**src/rtl/rfx_pkg.sv**
```systemverilog
package rfx_pkg;

    typedef enum logic [1:0] {
        PH_DEC  = 2'd0,
        PH_RD   = 2'd1,
        PH_PROC = 2'd2,
        PH_WR   = 2'd3
    } phase_t;

    typedef enum logic [2:0] {
        K_IDLE = 3'd0,
        K_NOP  = 3'd1,
        K_DISC = 3'd2,
        K_INV  = 3'd3,
        K_CMP  = 3'd4
    } kind_t;

    localparam logic [5:0] OPC_INV = 6'b000111;
    localparam logic [6:0] OPC_CMP = 7'b0110001;

endpackage

```
**src/rtl/rfx_decode.sv**
```systemverilog
module rfx_decode
    import rfx_pkg::*;
#(
    parameter int F_W = 8,
    localparam int IW = 16
) (
    input  logic [IW-1:0]  word,
    output kind_t          kind,
    output logic           dst_reg,
    output logic           bank_mode,
    output logic [F_W-1:0] fld
);
    always_comb begin
        fld       = word[F_W-1:0];
        bank_mode = word[8];
        dst_reg   = 1'b0;
        if (word[15:10] == OPC_INV) begin
            kind    = K_INV;
            dst_reg = word[9];
        end else if (word[15:9] == OPC_CMP) begin
            kind = K_CMP;
        end else begin
            kind = K_NOP;
        end
    end
endmodule

```
**src/rtl/rfx_bank_addr.sv**
```systemverilog
module rfx_bank_addr #(
    parameter int F_W   = 8,
    parameter int BSR_W = 4,
    localparam int AW   = F_W + BSR_W
) (
    input  logic [F_W-1:0]   fld,
    input  logic             bank_mode,
    input  logic [BSR_W-1:0] bank,
    output logic [AW-1:0]    addr
);
    logic [BSR_W-1:0] upper;

    always_comb begin
        if (bank_mode) upper = bank;
        else           upper = {BSR_W{fld[F_W-1]}};
        addr = {upper, fld};
    end
endmodule

```
**src/rtl/rfx_alu.sv**
```systemverilog
module rfx_alu #(
    parameter int DATA_W = 8
) (
    input  logic [DATA_W-1:0] opnd,
    input  logic [DATA_W-1:0] acc,
    output logic [DATA_W-1:0] inv,
    output logic              inv_neg,
    output logic              inv_zero,
    output logic              same
);
    logic [DATA_W:0] diff;

    always_comb begin
        inv      = ~opnd;
        inv_neg  = inv[DATA_W-1];
        inv_zero = (inv == '0);
        diff     = {1'b0, opnd} - {1'b0, acc};
        same     = (diff == '0);
    end
endmodule

```
**src/rtl/rf_exec_unit.sv**
```systemverilog
module rf_exec_unit
    import rfx_pkg::*;
#(
    parameter int DATA_W = 8,
    parameter int F_W    = 8,
    parameter int BSR_W  = 4,
    localparam int ADDR_W = F_W + BSR_W
) (
    input  logic              clk,
    input  logic              rst,
    input  logic [15:0]       instr,
    input  logic              instr_valid,
    input  logic              nxt_two_word,
    input  logic              bsr_load,
    input  logic [BSR_W-1:0]  bsr_value,
    input  logic [DATA_W-1:0] dmem_rdata,
    output logic [ADDR_W-1:0] dmem_addr,
    output logic              dmem_we,
    output logic [DATA_W-1:0] dmem_wdata,
    output logic [DATA_W-1:0] wreg,
    output logic              flag_n,
    output logic              flag_z,
    output logic [1:0]        phase,
    output logic              pc_inc,
    output logic              pc_skip,
    output logic [1:0]        skip_words
);
    typedef struct packed {
        phase_t              ph;
        kind_t               kind;
        logic                dst;
        logic [ADDR_W-1:0]   addr;
        logic                two;
        logic [DATA_W-1:0]   opnd;
        logic [DATA_W-1:0]   res;
        logic                rn;
        logic                rz;
        logic                eq;
        logic [DATA_W-1:0]   w;
        logic                n;
        logic                z;
        logic [BSR_W-1:0]    bank;
        logic [1:0]          pend;
    } st_t;

    st_t st_d, st_q;

    kind_t             dec_kind;
    logic              dec_dst;
    logic              dec_mode;
    logic [F_W-1:0]    dec_fld;
    logic [ADDR_W-1:0] gen_addr;
    logic [DATA_W-1:0] alu_inv;
    logic              alu_neg;
    logic              alu_zero;
    logic              alu_same;

    rfx_decode #(.F_W(F_W)) u_dec (
        .word      (instr),
        .kind      (dec_kind),
        .dst_reg   (dec_dst),
        .bank_mode (dec_mode),
        .fld       (dec_fld)
    );

    rfx_bank_addr #(.F_W(F_W), .BSR_W(BSR_W)) u_addr (
        .fld       (dec_fld),
        .bank_mode (dec_mode),
        .bank      (st_q.bank),
        .addr      (gen_addr)
    );

    rfx_alu #(.DATA_W(DATA_W)) u_alu (
        .opnd     (st_q.opnd),
        .acc      (st_q.w),
        .inv      (alu_inv),
        .inv_neg  (alu_neg),
        .inv_zero (alu_zero),
        .same     (alu_same)
    );

    always_comb begin
        st_d    = st_q;
        st_d.ph = phase_t'(st_q.ph + 2'd1);
        if (bsr_load) st_d.bank = bsr_value;
        unique case (st_q.ph)
            PH_DEC: begin
                if (!instr_valid) begin
                    st_d.kind = K_IDLE;
                end else if (st_q.pend != 2'd0) begin
                    st_d.kind = K_DISC;
                    st_d.pend = st_q.pend - 2'd1;
                end else begin
                    st_d.kind = dec_kind;
                    st_d.dst  = dec_dst;
                    st_d.addr = gen_addr;
                    st_d.two  = nxt_two_word;
                end
            end
            PH_RD: begin
                st_d.opnd = dmem_rdata;
            end
            PH_PROC: begin
                st_d.res = alu_inv;
                st_d.rn  = alu_neg;
                st_d.rz  = alu_zero;
                st_d.eq  = alu_same;
            end
            PH_WR: begin
                if (st_q.kind == K_INV) begin
                    st_d.n = st_q.rn;
                    st_d.z = st_q.rz;
                    if (!st_q.dst) st_d.w = st_q.res;
                end
                if (st_q.kind == K_CMP && st_q.eq) begin
                    st_d.pend = st_q.two ? 2'd2 : 2'd1;
                end
            end
            default: ;
        endcase
    end

    always_ff @(posedge clk) begin
        if (rst) st_q <= '0;
        else     st_q <= st_d;
    end

    logic in_wr;
    assign in_wr      = (st_q.ph == PH_WR);
    assign dmem_addr  = st_q.addr;
    assign dmem_we    = in_wr && st_q.kind == K_INV && st_q.dst;
    assign dmem_wdata = st_q.res;
    assign wreg       = st_q.w;
    assign flag_n     = st_q.n;
    assign flag_z     = st_q.z;
    assign phase      = st_q.ph;
    assign pc_inc     = in_wr && st_q.kind != K_IDLE;
    assign pc_skip    = in_wr && st_q.kind == K_CMP && st_q.eq;
    assign skip_words = pc_skip ? (st_q.two ? 2'd2 : 2'd1) : 2'd0;

    p_phase_wrap_r11: assert property (@(posedge clk) disable iff (rst)
        phase == 2'd3 |=> phase == 2'd0);

    p_skip_pulse_r7: assert property (@(posedge clk) disable iff (rst)
        pc_skip |=> !pc_skip);

    p_skip_nowrite_r6: assert property (@(posedge clk) disable iff (rst)
        pc_skip |-> !dmem_we);

    p_cmp_keeps_state_r6: assert property (@(posedge clk) disable iff (rst)
        (in_wr && st_q.kind == K_CMP) |=> $stable({wreg, flag_n, flag_z}));

    p_disc_quiet_r7: assert property (@(posedge clk) disable iff (rst)
        (st_q.kind == K_DISC) |-> !dmem_we);

    p_write_counts_r11: assert property (@(posedge clk) disable iff (rst)
        dmem_we |-> pc_inc);

    p_zero_flag_r3: assert property (@(posedge clk) disable iff (rst)
        (in_wr && st_q.kind == K_INV) |=> (flag_z == ($past(dmem_wdata) == '0)));

    p_words_r8: assert property (@(posedge clk) disable iff (rst)
        (skip_words != 2'd0) |-> pc_skip);
endmodule

```
**config.mk**
```make
export PLATFORM = sky130hd
export DESIGN_NAME = rf_exec_unit
export DESIGN_NICKNAME = d
export VERILOG_FILES = /design/src/rtl/rfx_pkg.sv /design/src/rtl/rfx_decode.sv /design/src/rtl/rfx_bank_addr.sv /design/src/rtl/rfx_alu.sv /design/src/rtl/rf_exec_unit.sv
export SDC_FILE = /design/constraint.sdc
export NUM_CORES = 1
export LEC_CHECK = 0
export BUFFER_PORTS_ARGS = -buffer_cell sky130_fd_sc_hd__clkbuf_2
export CORE_MARGIN = 2
export CORE_UTILIZATION = 54
export CTS_BUF_LIST = sky130_fd_sc_hd__clkbuf_8
export DETAILED_ROUTE_END_ITERATION = 12
export GPL_ROUTABILITY_DRIVEN = 0
export PLACE_DENSITY = 0.82
export SLEW_MARGIN = 20
export SYNTH_ARGS = -nofsm -noshare
export SYNTH_HDL_FRONTEND = slang
export SYNTH_SLANG_ARGS = --single-unit
```
**constraint.sdc**
```tcl
create_clock -name clk -period 1.9 [get_ports clk]
set_clock_uncertainty 0.05 [all_clocks]
set_input_delay 0.285 -clock clk [delete_from_list [all_inputs] [get_ports clk]]
set_output_delay 0.285 -clock clk [all_outputs]
set_load 0.02 [all_outputs]
```
==> impl_summary.log, run 1 <==
[metrics] antenna diode count: 0
[metrics] fmax: 552.1 MHz
[metrics] clock period minus worst slack: 1.811 ns
[metrics] vias after detailed routing: 2079
[metrics] number of different library cells in the post-synthesis netlist: 35
[metrics] ANT nets after route: 0
[metrics] share of the yosys chip area belonging to registers: 40.75%
[metrics] proportion of power drawn by the clock network: 32.3%
[metrics] Starting DRT DRC Count: 100
[metrics] Seq cells post-synth: 53
[metrics] outcome: finished clean
[metrics] area enclosed by the die boundary: roughly 5400 um^2
[metrics] total congestion overflow after global routing: 0
[metrics] height of the chip: 73.44 um
[metrics] gate count of the mapped netlist: 303
[metrics] worst-skew pair later-pin latency: 0.30 ns
[metrics] share of the core filled with cells: 63.55%
[metrics] Async SR Flop Fraction: 0%
[metrics] Power Internal: between 0.0015 and 0.002 W
[metrics] Core Area: between 4000 and 5000 um^2
[metrics] overall die width: about 73 um
[metrics] vias per inst: just over 5
[metrics] setup TNS: 0 ns
[metrics] flip-flop cell with the highest count after synthesis: dfxtp_1
[metrics] Reg2Reg Launch Point: st_q[30]
[metrics] beginning of the worst hold path: instr[5]
[metrics] maximum level of the CTS H-tree: 2
[metrics] data arrival at the endpoint of the critical path: 1.48 ns
[metrics] maximum capacitance violations: 0
[metrics] capturing point of the worst reg2reg path: st_q[16]
[metrics] initial antenna violation count: 0
[metrics] proportion of power drawn by combinational gates: between 15 and 20%
[metrics] maximum number of pins on one net before global-route repair: 53
[metrics] Least-Margin Pin Slew: 0.5291 ns
[metrics] worst hold path type: input port to register
[metrics] total clock sinks: 53
[metrics] global-route wire length before repair: between 8000 and 9000 um
[metrics] clock-pin slew reported for the worst setup and hold paths after clock tree synthesis: 0.09 ns
[metrics] Yosys warnings: 0
[metrics] post-layout power: approximately 0.0025 W
[metrics] most frequent cells in the layout: clkbuf_2, dfxtp_1, nor2_1, nand2_1, mux2i_1
[metrics] min setup slack post-route: between 0.08 and 0.09 ns
[metrics] depth of the worst hold-timing path: 3
[metrics] length in cells of the worst reg-to-reg path: 6
[metrics] cell area power density: 829.3 nW/um^2
[metrics] clock tree from TritonCTS: yes
[metrics] Initial Utilization: 55.49%
[metrics] worst hold endpoint: dmem_addr[5]
[metrics] worst ir drop on vdd: 0.4740 mV
[metrics] critical path class: register to output pin
[metrics] crit path launch type: register
[metrics] Mapped Avg Cell Area: 8.593 um^2
[metrics] Register-to-Register Setup Slack: ~0.12 ns
[metrics] number of iterations in the first detailed-routing pass: 4
[metrics] buffers added on ports: 69
[metrics] CTS Buf Count: 5
[metrics] Worst Path Required: 1.56 ns
[metrics] Seq pwr share: around half
[metrics] summed instance area of the synthesized netlist: 2604 um^2
[metrics] final-report setup violation count: 0
[metrics] Final nets: 393
[metrics] Hold Vio Cnt, Final: 0
[metrics] share of cells above drive strength 1: 29.31%
[metrics] GR Util All Layers: 19.73%
[metrics] worst rel slew slack: 64.73%
[metrics] buffer type at the clock tree root: clkbuf_8
[metrics] switching portion of total power: ~27%
[metrics] detailed-route wire length: 5168 um
[metrics] hpwl dp: 3773 um
[metrics] Leakage Power: 1.310 nW
[metrics] via count of the first global-routing pass: 1882
[metrics] most common cell after layout, fill and taps aside: clkbuf_2
[metrics] final max-slew violation count: 0
[metrics] worst-case setup slack after placement: approximately 0.051 ns
[metrics] post-route clock period utilization: a little over nine tenths
[metrics] highest net fanout along the worst path: 4
[metrics] I/O pins: 70
[metrics] total of hold buffers inserted after clock tree synthesis: 0
[metrics] standard-cell rows: 25
[metrics] number of flops mapped to enable cells by yosys: 0
[metrics] synthesized netlist net count: 349
[metrics] DRC violation count after routing: 0
[metrics] critical path endpoint category: output pin
[metrics] switching power total: 0.0006758 W
[metrics] Max clock buf depth: 2
[metrics] area delta synth->final: 14.51%
[metrics] routed len/inst: between 10 and 15 um
[metrics] count of fill cells added during filler insertion: roughly 400
==> what timing repair did <==
| item | in CTS | in global routing |
|---|---|---|
| pin swaps | 0 | 2 |
| endpoints found under the setup margin | 2 | 5 |
| setup buffers | 0 | 3 |
| resized for setup | 2 | 10 |
==> sequential cells by signal (all words and copies together), names as in the netlist <==
| register | count |
|---|---|
| flag_z | 1 |
| dmem_addr | 12 |
| wreg | 8 |
| st_q | 21 |
| flag_n | 1 |
| dmem_wdata | 8 |
| phase | 2 |
==> power by group through the flow <==
stage	Combinational [W]	Sequential (W)	Clock, W
floorplan	0.000353	0.00124	0
global placement	0.000414	0.00125	0
detailed placement	0.000423	0.00125	0
CTS	0.000426	0.00123	0.000815
global route	0.000498	0.00124	0.000865
finish	0.000444	0.00123	0.000800
==> worst max-delay path, stage by stage (launching register included) <==
cell,delay (ns)
dfxtp_4,0.37
ha_2,0.19
nand4b_2,0.16
buf_4,0.19
nor2_1,0.08
clkbuf_2,0.18
==> worst max-delay path by stage <==
stage	endpoint	from
final	dmem_we	phase[1]
after global routing	st_q[16]	wreg[2]
after CTS	dmem_we	phase[0]
after detailed placement	st_q[16]	wreg[3]
after global placement	st_q[16]	wreg[3]
after floorplan	st_q[16]	wreg[3]
==> Yosys cell counts, types with 4 or more instances <==
library cell  count  area, um^2
a211oi_1         12       90.09
nor3_1            8       40.04
ha_1             13       162.7
nand3_1           5       25.02
buf_4            30       225.2
nor2_1           46       172.7
mux2i_1          23       230.2
nand4_1           5       31.28
a21oi_1          19       95.09
nand2b_1          4       25.02
dfxtp_1          53        1061
nand2_1          27       101.4
nor2b_1           4       25.02
inv_1            19       71.32
clkbuf_1          9       33.78
==> per-stage QoR <==
step	hold WS [ns]	cell area [um^2]	std cells
6_report	0.1404	2982	402
3_5_place_dp	0.3997	2793	391
4_1_cts	0.1337	2915	399
3_3_place_gp	0.3932	2793	391
5_1_grt	0.1430	2982	402
2_1_floorplan	0.3710	2604	303
==> layer usage <==
metal | vias up | global-route usage (%) | wire (um)
met5 | - | 0 | 0
li1 | 1079 | - | -
met1 | 952 | 26.62 | 2429
met4 | 0 | 6.667 | 63
met3 | 6 | 4.801 | 229
met2 | 42 | 30.85 | 2445
==> cell families after synthesis <==
family                     synth area share (%)
AOI/OAI and AO/OA                         11.34
DFF                                       40.75
adders and majority gates                 6.247
buffers and inverters                     13.65
and+or+nand+nor                           18.50
xor gates and xnor gates                 0.6729
muxes                                     8.842
==> cell type report <==
| class | instances | area, um^2 | area share, % |
|---|---|---|---|
| multi-input cells | 188 | 1222 | 41.00 |
| flip-flops and latches | 53 | 1070 | 35.88 |
| repair buffers | 80 | 430.4 | 14.44 |
| clock buffers | 6 | 82.58 | 2.770 |
| inverters | 19 | 71.32 | 2.392 |
| well taps | 54 | 67.56 | 2.266 |
| clock inverters | 2 | 37.54 | 1.259 |
Power figures use the tool's default switching activity.
==> run 2: changes to the inputs <==
- CORE_UTILIZATION: 54 -> 56
- PLACE_DENSITY: 0.82 -> 0.83
- SYNTH_HIERARCHICAL: default -> 1
==> impl_summary.log, run 2 <==
[metrics] outcome: finished clean
[metrics] initial antenna violation count: 0 (unchanged)
[metrics] fmax: 540.4 MHz (-2.1%)
[metrics] DP Area: 3007 um^2 (+7.7%)
[metrics] post-layout power: 0.002404 W (-2.8%)
[metrics] post-route clock period utilization: 97.39% (+2.1 points)
[metrics] setup repair after global routing missed its margin: yes
[metrics] standard-cell rows: 26 (+4.0%)
[metrics] capturing point of the worst reg2reg path: st_q[16]
[metrics] buffer type at the clock tree root: clkbuf_8
[metrics] crit path capture: st_q[16]
[metrics] worst hold path type: input port to register
[metrics] cell types with the largest area share after synthesis: dfxtp_1, buf_4, mux2i_1
[metrics] DRC violation count after routing: 0 (unchanged)
[metrics] vias after detailed routing: 2177 (+4.7%)
[metrics] GR Util met3: 3.910% (-0.89 points)
[metrics] Leakage Power: 1.409 nW (+7.6%)
[metrics] flip-flop cell with the highest count after synthesis: dfxtp_1
[metrics] number of different library cells in the post-synthesis netlist: 40 (+14%)
[metrics] number of flops mapped to enable cells by yosys: 0 (unchanged)
[metrics] critical path endpoint category: register
[metrics] worst ir drop on vdd: 0.3856 mV (-19%)
[metrics] largest reg by FF count: st_q
[metrics] worst-skew pair later-pin latency: 0.31 ns (about the same)
[metrics] global-route track usage on met2: 35.13% (+4.3 points)
[metrics] total congestion overflow after global routing: 0 (unchanged)
[metrics] Reg2Reg Launch Point: wreg[1]
[metrics] Yosys warnings: 6 (+6)
[metrics] beginning of the worst hold path: instr[0]
[metrics] data arrival at the endpoint of the critical path: 2.05 ns (+0.57 ns)
[metrics] area leader, netlist: dfxtp_1
[metrics] area delta synth->final: 8.145%
[metrics] Final nets: 405 (+3.1%)
[metrics] setup TNS: 0 ns (unchanged)
[metrics] detailed-route wire length: 5560 um (+7.6%)
[metrics] area enclosed by the die boundary: 5835 um^2 (+8.2%)
[metrics] final-report setup violation count: 0 (unchanged)
[metrics] Yosys top cell area share: 36.84% (-3.9 points)
[metrics] gate count of the mapped netlist: 336 (+11%)
[metrics] Max clock buf depth: 2 (unchanged)
[metrics] length in cells of the worst reg-to-reg path: 9 (+3)
[metrics] Seq cells post-synth: 54 (+1.9%)
[metrics] via count of the first global-routing pass: 2037 (+8.2%)
[metrics] clock-pin slew reported for the worst setup and hold paths after clock tree synthesis: 0.09 ns (about the same)
[metrics] hpwl dp: 4120 um (+9.2%)
[metrics] ANT nets after route: 0 (unchanged)
[metrics] worst rel slew slack: 65.27% (+0.54 points)
[metrics] I/O pins: 70 (unchanged)
[metrics] Hold Worst Slack: 0.1389 ns (-0.001443 ns)
[metrics] Initial Utilization: 57.82% (+2.3 points)
[metrics] Least-Margin Pin Slew: 0.5210 ns (-0.008063 ns)
[metrics] Register-to-Register Setup Slack: 0.05 ns (-0.07 ns)
[metrics] total of hold buffers inserted after clock tree synthesis: 0 (unchanged)
[metrics] routed len/inst: 12.93 um (+0.58%)
[metrics] crit path launch type: register
[metrics] flip-flop count of the largest register, all copies and words added: 22 (+4.8%)
[metrics] maximum capacitance violations: 0 (unchanged)
[metrics] buffers added on ports: 69 (unchanged)
[metrics] GR Util All Layers: 19.55% (-0.18 points)
[metrics] clock tree from TritonCTS: yes
[metrics] share of cells above drive strength 1: 30.00% (+0.69 points)
[metrics] clock period minus worst slack: 1.850 ns (+0.03919 ns)
[metrics] cell area power density: 757.7 nW/um^2 (-8.6%)
[metrics] most common cell after layout, fill and taps aside: clkbuf_2
[metrics] antenna diode count: 0 (unchanged)
[metrics] critical path class: register to register
[metrics] Async SR Flop Fraction: 0% (unchanged)
[metrics] Final Cell Area: 3173 um^2 (+6.4%)
[metrics] overall die width: 76.39 um (+4.0%)
[metrics] Starting DRT DRC Count: 77 (-23%)
[metrics] Cells after DPL: 420 (+7.4%)
[metrics] most frequent cells in the layout: clkbuf_2, dfxtp_1, nor2_1, nand2_1, mux2i_1
[metrics] leading cell types by count after synthesis: dfxtp_1, buf_4, nor2_1
[metrics] synthesized netlist net count: 382 (+9.5%)
[metrics] number of iterations in the first detailed-routing pass: 4 (unchanged)
[metrics] CTS Buf Count: 5 (unchanged)
[metrics] final max-slew violation count: 0 (unchanged)
[metrics] Hold Vio Cnt, Final: 0 (unchanged)
[metrics] Mapped Avg Cell Area: 8.732 um^2 (+1.6%)
[metrics] maximum number of pins on one net before global-route repair: 32 (-40%)
[metrics] global-route wire length before repair: 9190 um (+10%)
[metrics] share of the yosys chip area belonging to registers: 36.84% (-3.9 points)
[metrics] height of the chip: 76.39 um (+4.0%)
[metrics] total clock sinks: 54 (+1.9%)
[metrics] GR met1 Demand/Resource: 23.19% (-3.4 points)
[metrics] leading cell type by number of instances after synthesis: dfxtp_1
[metrics] maximum level of the CTS H-tree: 2 (unchanged)
[metrics] Top Usage Layer GRT: met2
[metrics] final non-filler cell total: 430 (+7.0%)
[metrics] critical path startpoint: wreg[1]
[metrics] highest net fanout along the worst path: 2 (-2)
[metrics] summed instance area of the synthesized netlist: 2934 um^2 (+13%)
[metrics] Core Area: 5075 um^2 (+8.2%)
[metrics] vias per inst: 5.063 (-2.1%)
[metrics] Worst Path Required: 2.10 ns (+0.54 ns)
## run 2: cell types whose count changed after synthesis, moves of 5 or more
| cell | previous run | this run |
|---|---|---|
| clkbuf_1 | 9 | 4 |
| nand2_1 | 27 | 35 |
| a211oi_1 | 12 | 0 |
| nor3_1 | 8 | 3 |
| mux2i_1 | 23 | 35 |
| buf_4 | 30 | 49 |
## run 2: worst max-delay path: stages (launching register included)
cell and delay (ns):
dfxtp_2 0.35, inv_2 0.04, ha_4 0.25, or2b_1 0.25
a21oi_2 0.19, nor2_1 0.07, xnor2_1 0.12, nor4_1 0.28
mux2i_1 0.12, nor2_1 0.08
## run 2: final cells by class
| type | instances | area [um^2] |
|---|---|---|
| fill | 467 | 1902 |
| multi-input combinational | 199 | 1378 |
| sequential | 54 | 1090 |
| timing repair buffer | 77 | 430.4 |
| clock buffer | 7 | 96.34 |
| tap | 70 | 87.58 |
| inverter | 22 | 82.58 |
| clock inverter | 1 | 8.758 |
## run 2: cells by family after synthesis
| family | share of synthesized area, % |
|---|---|
| buffers and inverters | 17.48 |
| AND/OR/NAND/NOR | 18.64 |
| XOR/XNOR | 0.5971 |
| AO/OA/AOI/OAI | 7.420 |
| multiplexers | 13.48 |
| flip-flops | 36.84 |
| adder cells (fa/ha/maj) | 5.544 |
## run 2: repair_timing
| action | CTS | global route |
|---|---|---|
| hold endpoints to repair | 0 | 0 |
| pin swaps | 7 | 5 |
| setup buffers | 2 | 0 |
| gates resized for setup | 9 | 3 |
| endpoints found under the setup margin | 3 | 3 |
## run 2: routing by layer
metal / part of all wire (%) / vias to the layer above
met5: 0 / -
met4: 1.6 / 0
met3: 5.0 / 8
met2: 50 / 69
met1: 43 / 999
li1: - / 1101
## run 2: through the flow
stage          setup WS, ns  util (%)
6_report            0.04958     62.52
5_1_grt            -0.06252     62.52
4_1_cts            -0.04144     62.45
3_5_place_dp       0.001115     59.25
3_3_place_gp        0.08360     59.25
2_1_floorplan        0.1461         -
## run 2: how the worst min path moves through the flow
stage,slack (ns),cells after the start,to
6_report,0.14,3,dmem_addr[0]
5_1_grt,0.13,3,dmem_addr[0]
4_1_cts,0.13,3,dmem_addr[0]
3_5_place_dp,0.40,2,dmem_addr[2]
3_3_place_gp,0.39,2,dmem_addr[4]
2_1_floorplan,0.37,2,st_q[35]
## run 2: where the power goes
group	leakage [nW]	switching [W]	internal (W)	total, W
clock network	0.0544	0.000372	0.000335	0.000707
logic	0.911	0.000248	0.000202	0.000450
registers	0.443	0.0000519	0.00120	0.00125
total	1.41	0.000672	0.00173	0.00240
==> run 3: changes to the inputs <==
- HOLD_SLACK_MARGIN: default -> 0.15
==> impl_summary.log, run 3 (synthesized netlist as in run 2, its figures left out) <==
[metrics] CP most frequent cell: nor2_1
[metrics] Reg2Reg Launch Point: wreg[1]
[metrics] overall die width: 76.39 um (unchanged)
[metrics] worst hold endpoint: dmem_addr[5]
[metrics] largest reg by FF count: st_q
[metrics] min setup slack post-route: 0.04890 ns (-0.0006714 ns)
[metrics] I/O pins: 70 (unchanged)
[metrics] Hold Vio Cnt, Final: 0 (unchanged)
[metrics] outcome: finished clean
[metrics] Core Area: 5075 um^2 (unchanged)
[metrics] DRC violation count after routing: 0 (unchanged)
[metrics] highest cell delay on the worst timing path: 0.35 ns (about the same)
[metrics] cell area power density: 749.9 nW/um^2 (-1.0%)
[metrics] length in cells of the worst reg-to-reg path: 9 (unchanged)
[metrics] beginning of the worst hold path: instr[5]
[metrics] switching power total: 0.0006714 W (about the same)
[metrics] proportion of power drawn by the clock network: 29.3% (about the same)
[metrics] Initial Utilization: 57.82% (unchanged)
[metrics] capturing point of the worst reg2reg path: st_q[16]
[metrics] worst hold path type: input port to register
[metrics] flip-flop count of the largest register, all copies and words added: 22 (unchanged)
[metrics] share of the core filled with cells: 63.31% (+0.79 points)
[metrics] critical path class: register to register
[metrics] maximum number of pins on one net before global-route repair: 32 (unchanged)
[metrics] clock period minus worst slack: 1.851 ns (+0.0006714 ns)
[metrics] Least-Margin Pin Slew: 0.5216 ns (+0.0006025 ns)
[metrics] total clock sinks: 54 (unchanged)
[metrics] CTS Buf Count: 5 (unchanged)
[metrics] worst rel slew slack: 65.23% (about the same)
[metrics] Worst Path Required: 2.10 ns (about the same)
[metrics] antenna diode count: 0 (unchanged)
[metrics] depth of the worst hold-timing path: 3 (unchanged)
[metrics] standard-cell rows: 26 (unchanged)
[metrics] most frequent cells in the layout: clkbuf_2, dfxtp_1, nor2_1, nand2_1, mux2i_1
[metrics] final max-slew violation count: 0 (unchanged)
[metrics] global-route wire length before repair: 9287 um (+1.1%)
[metrics] worst-case setup slack after placement: 0.001115 ns (unchanged)
[metrics] clock tree from TritonCTS: yes
[metrics] routed len/inst: 12.96 um (+0.24%)
[metrics] via count of the first global-routing pass: 2066 (+1.4%)
[metrics] Seq pwr share: 51.8% (about the same)
[metrics] maximum level of the CTS H-tree: 2 (unchanged)
[metrics] vias per inst: 5.035 (-0.56%)
[metrics] Register-to-Register Setup Slack: 0.05 ns (about the same)
[metrics] area delta synth->final: 9.510%
[metrics] post-route clock period utilization: 97.43% (about the same)
[metrics] vias after detailed routing: 2185 (+0.37%)
[metrics] critical path endpoint category: register
[metrics] detailed-route wire length: 5625 um (+1.2%)
[metrics] worst-skew pair later-pin latency: 0.30 ns (about the same)
[metrics] proportion of power drawn by combinational gates: 18.9% (+0.2 points)
[metrics] share of cells above drive strength 1: 29.67% (-0.33 points)
[metrics] buffers added on ports: 69 (unchanged)
[metrics] setup repair after global routing missed its margin: yes
[metrics] total congestion overflow after global routing: 0 (unchanged)
[metrics] height of the chip: 76.39 um (unchanged)
[metrics] area enclosed by the die boundary: 5835 um^2 (unchanged)
[metrics] most common cell after layout, fill and taps aside: clkbuf_2
[metrics] Starting DRT DRC Count: 71 (-7.8%)
[metrics] chain of cells forming the critical path: inv_2 > ha_4 > or2b_1 > a21oi_2 > nor2_1 > xnor2_1 > nor4_1 > mux2i_1 > nor2_1
[metrics] data arrival at the endpoint of the critical path: 2.05 ns (about the same)
[metrics] maximum capacitance violations: 0 (unchanged)
[metrics] Max clock buf depth: 2 (unchanged)
[metrics] GR Util All Layers: 19.72% (+0.18 points)
[metrics] ANT nets after route: 0 (unchanged)
[metrics] post-layout power: 0.002410 W (+0.21%)
[metrics] initial antenna violation count: 0 (unchanged)
[metrics] Leakage Power: 1.425 nW (+1.2%)
[metrics] number of iterations in the first detailed-routing pass: 4 (unchanged)
[metrics] crit path launch type: register
[metrics] worst ir drop on vdd: 0.3857 mV (about the same)
[metrics] switching portion of total power: 27.86% (-0.068 points)
[metrics] Power Internal: 0.001738 W (+0.31%)
[metrics] clock-pin slew reported for the worst setup and hold paths after clock tree synthesis: 0.09 ns (about the same)
[metrics] Final nets: 409 (+0.99%)
[metrics] slowest stage cell on the critical path: dfxtp_2
[metrics] hpwl dp: 4120 um (unchanged)
[metrics] highest net fanout along the worst path: 2 (unchanged)
[metrics] fmax: 540.2 MHz (about the same)
[metrics] final-report setup violation count: 0 (unchanged)
[metrics] buffer type at the clock tree root: clkbuf_8
==> run 3: changes by cell type in the layout (fill, tap and decap cells not counted) <==
| cell | change |
|---|---|
| dlygate4sd3_1 | +4 |
==> run 3: power by group through the flow <==
| stage | clock, W | combinational [W] | sequential [W] |
|---|---|---|---|
| detailed placement | 0 | 0.000445 | 0.00127 |
| floorplan | 0 | 0.000391 | 0.00126 |
| global placement | 0 | 0.000433 | 0.00127 |
| CTS | 0.000731 | 0.000461 | 0.00125 |
| global route | 0.000782 | 0.000504 | 0.00126 |
| finish | 0.000705 | 0.000457 | 0.00125 |
==> run 3: per-layer routing <==
layer / global-route usage [%] / vias to the layer above / share of wire (%)
met1: 23.34 / 1008 / 44
met5: 0 / - / 0
li1: - / 1109 / -
met4: 6.545 / 0 / 0.87
met2: 35.66 / 64 / 51
met3: 3.791 / 4 / 4.4
==> run 3: cell type report <==
| type | instances | area (um^2) |
|---|---|---|
| flip-flops and latches | 54 | 1090 |
| well taps | 70 | 87.58 |
| inverters | 22 | 82.58 |
| clock inverters | 1 | 8.758 |
| fillers | 467 | 1862 |
| multi-input cells | 199 | 1378 |
| repair buffers | 81 | 470.5 |
| clock buffers | 7 | 96.34 |
==> run 3: through the flow <==
stage | TNS [ns] | instance area (um^2) | hold WS [ns] | instances
after global placement | 0 | 3007 | 0.3905 | 420
after floorplan | 0 | 2934 | 0.3710 | 336
after detailed placement | 0 | 3007 | 0.3972 | 420
after CTS | -0.04144 | 3209 | 0.1511 | 434
final | 0 | 3213 | 0.1639 | 434
after global routing | -0.06252 | 3213 | 0.1563 | 434
==> run 3: worst max-delay path by stage <==
| stage | start | to | slack, ns | depth (start not counted) |
|---|---|---|---|---|
| final | wreg[1] | st_q[16] | 0.05 | 9 |
| after global routing | wreg[1] | st_q[16] | -0.06 | 9 |
| after CTS | wreg[1] | st_q[16] | -0.04 | 9 |
| after detailed placement | wreg[2] | st_q[16] | 0.001 | 9 |
| after global placement | wreg[1] | st_q[16] | 0.08 | 9 |
| after floorplan | wreg[1] | st_q[16] | 0.15 | 9 |
==> run 3: timing repair <==
| action | 4_1_cts | 5_1_grt |
|---|---|---|
| buffers inserted | 2 | 0 |
| endpoints found under the hold margin | 4 | 0 |
| pin swaps | 7 | 5 |
| resized for setup | 9 | 3 |
| hold buffers | 4 | 0 |
| endpoints found under the setup margin | 3 | 3 |
| gates cloned | 0 | 0 |
==> run 3: critical path, delay by kind of cell (launching register included) <==
family                     cells  cell delay, ns
DFF                            1            0.35
xor gates and xnor gates       1            0.12
and+or+nand+nor                4            0.68
buffers and inverters          1            0.04
AOI/OAI and AO/OA              1            0.19
muxes                          1            0.12
adders and majority gates      1            0.25
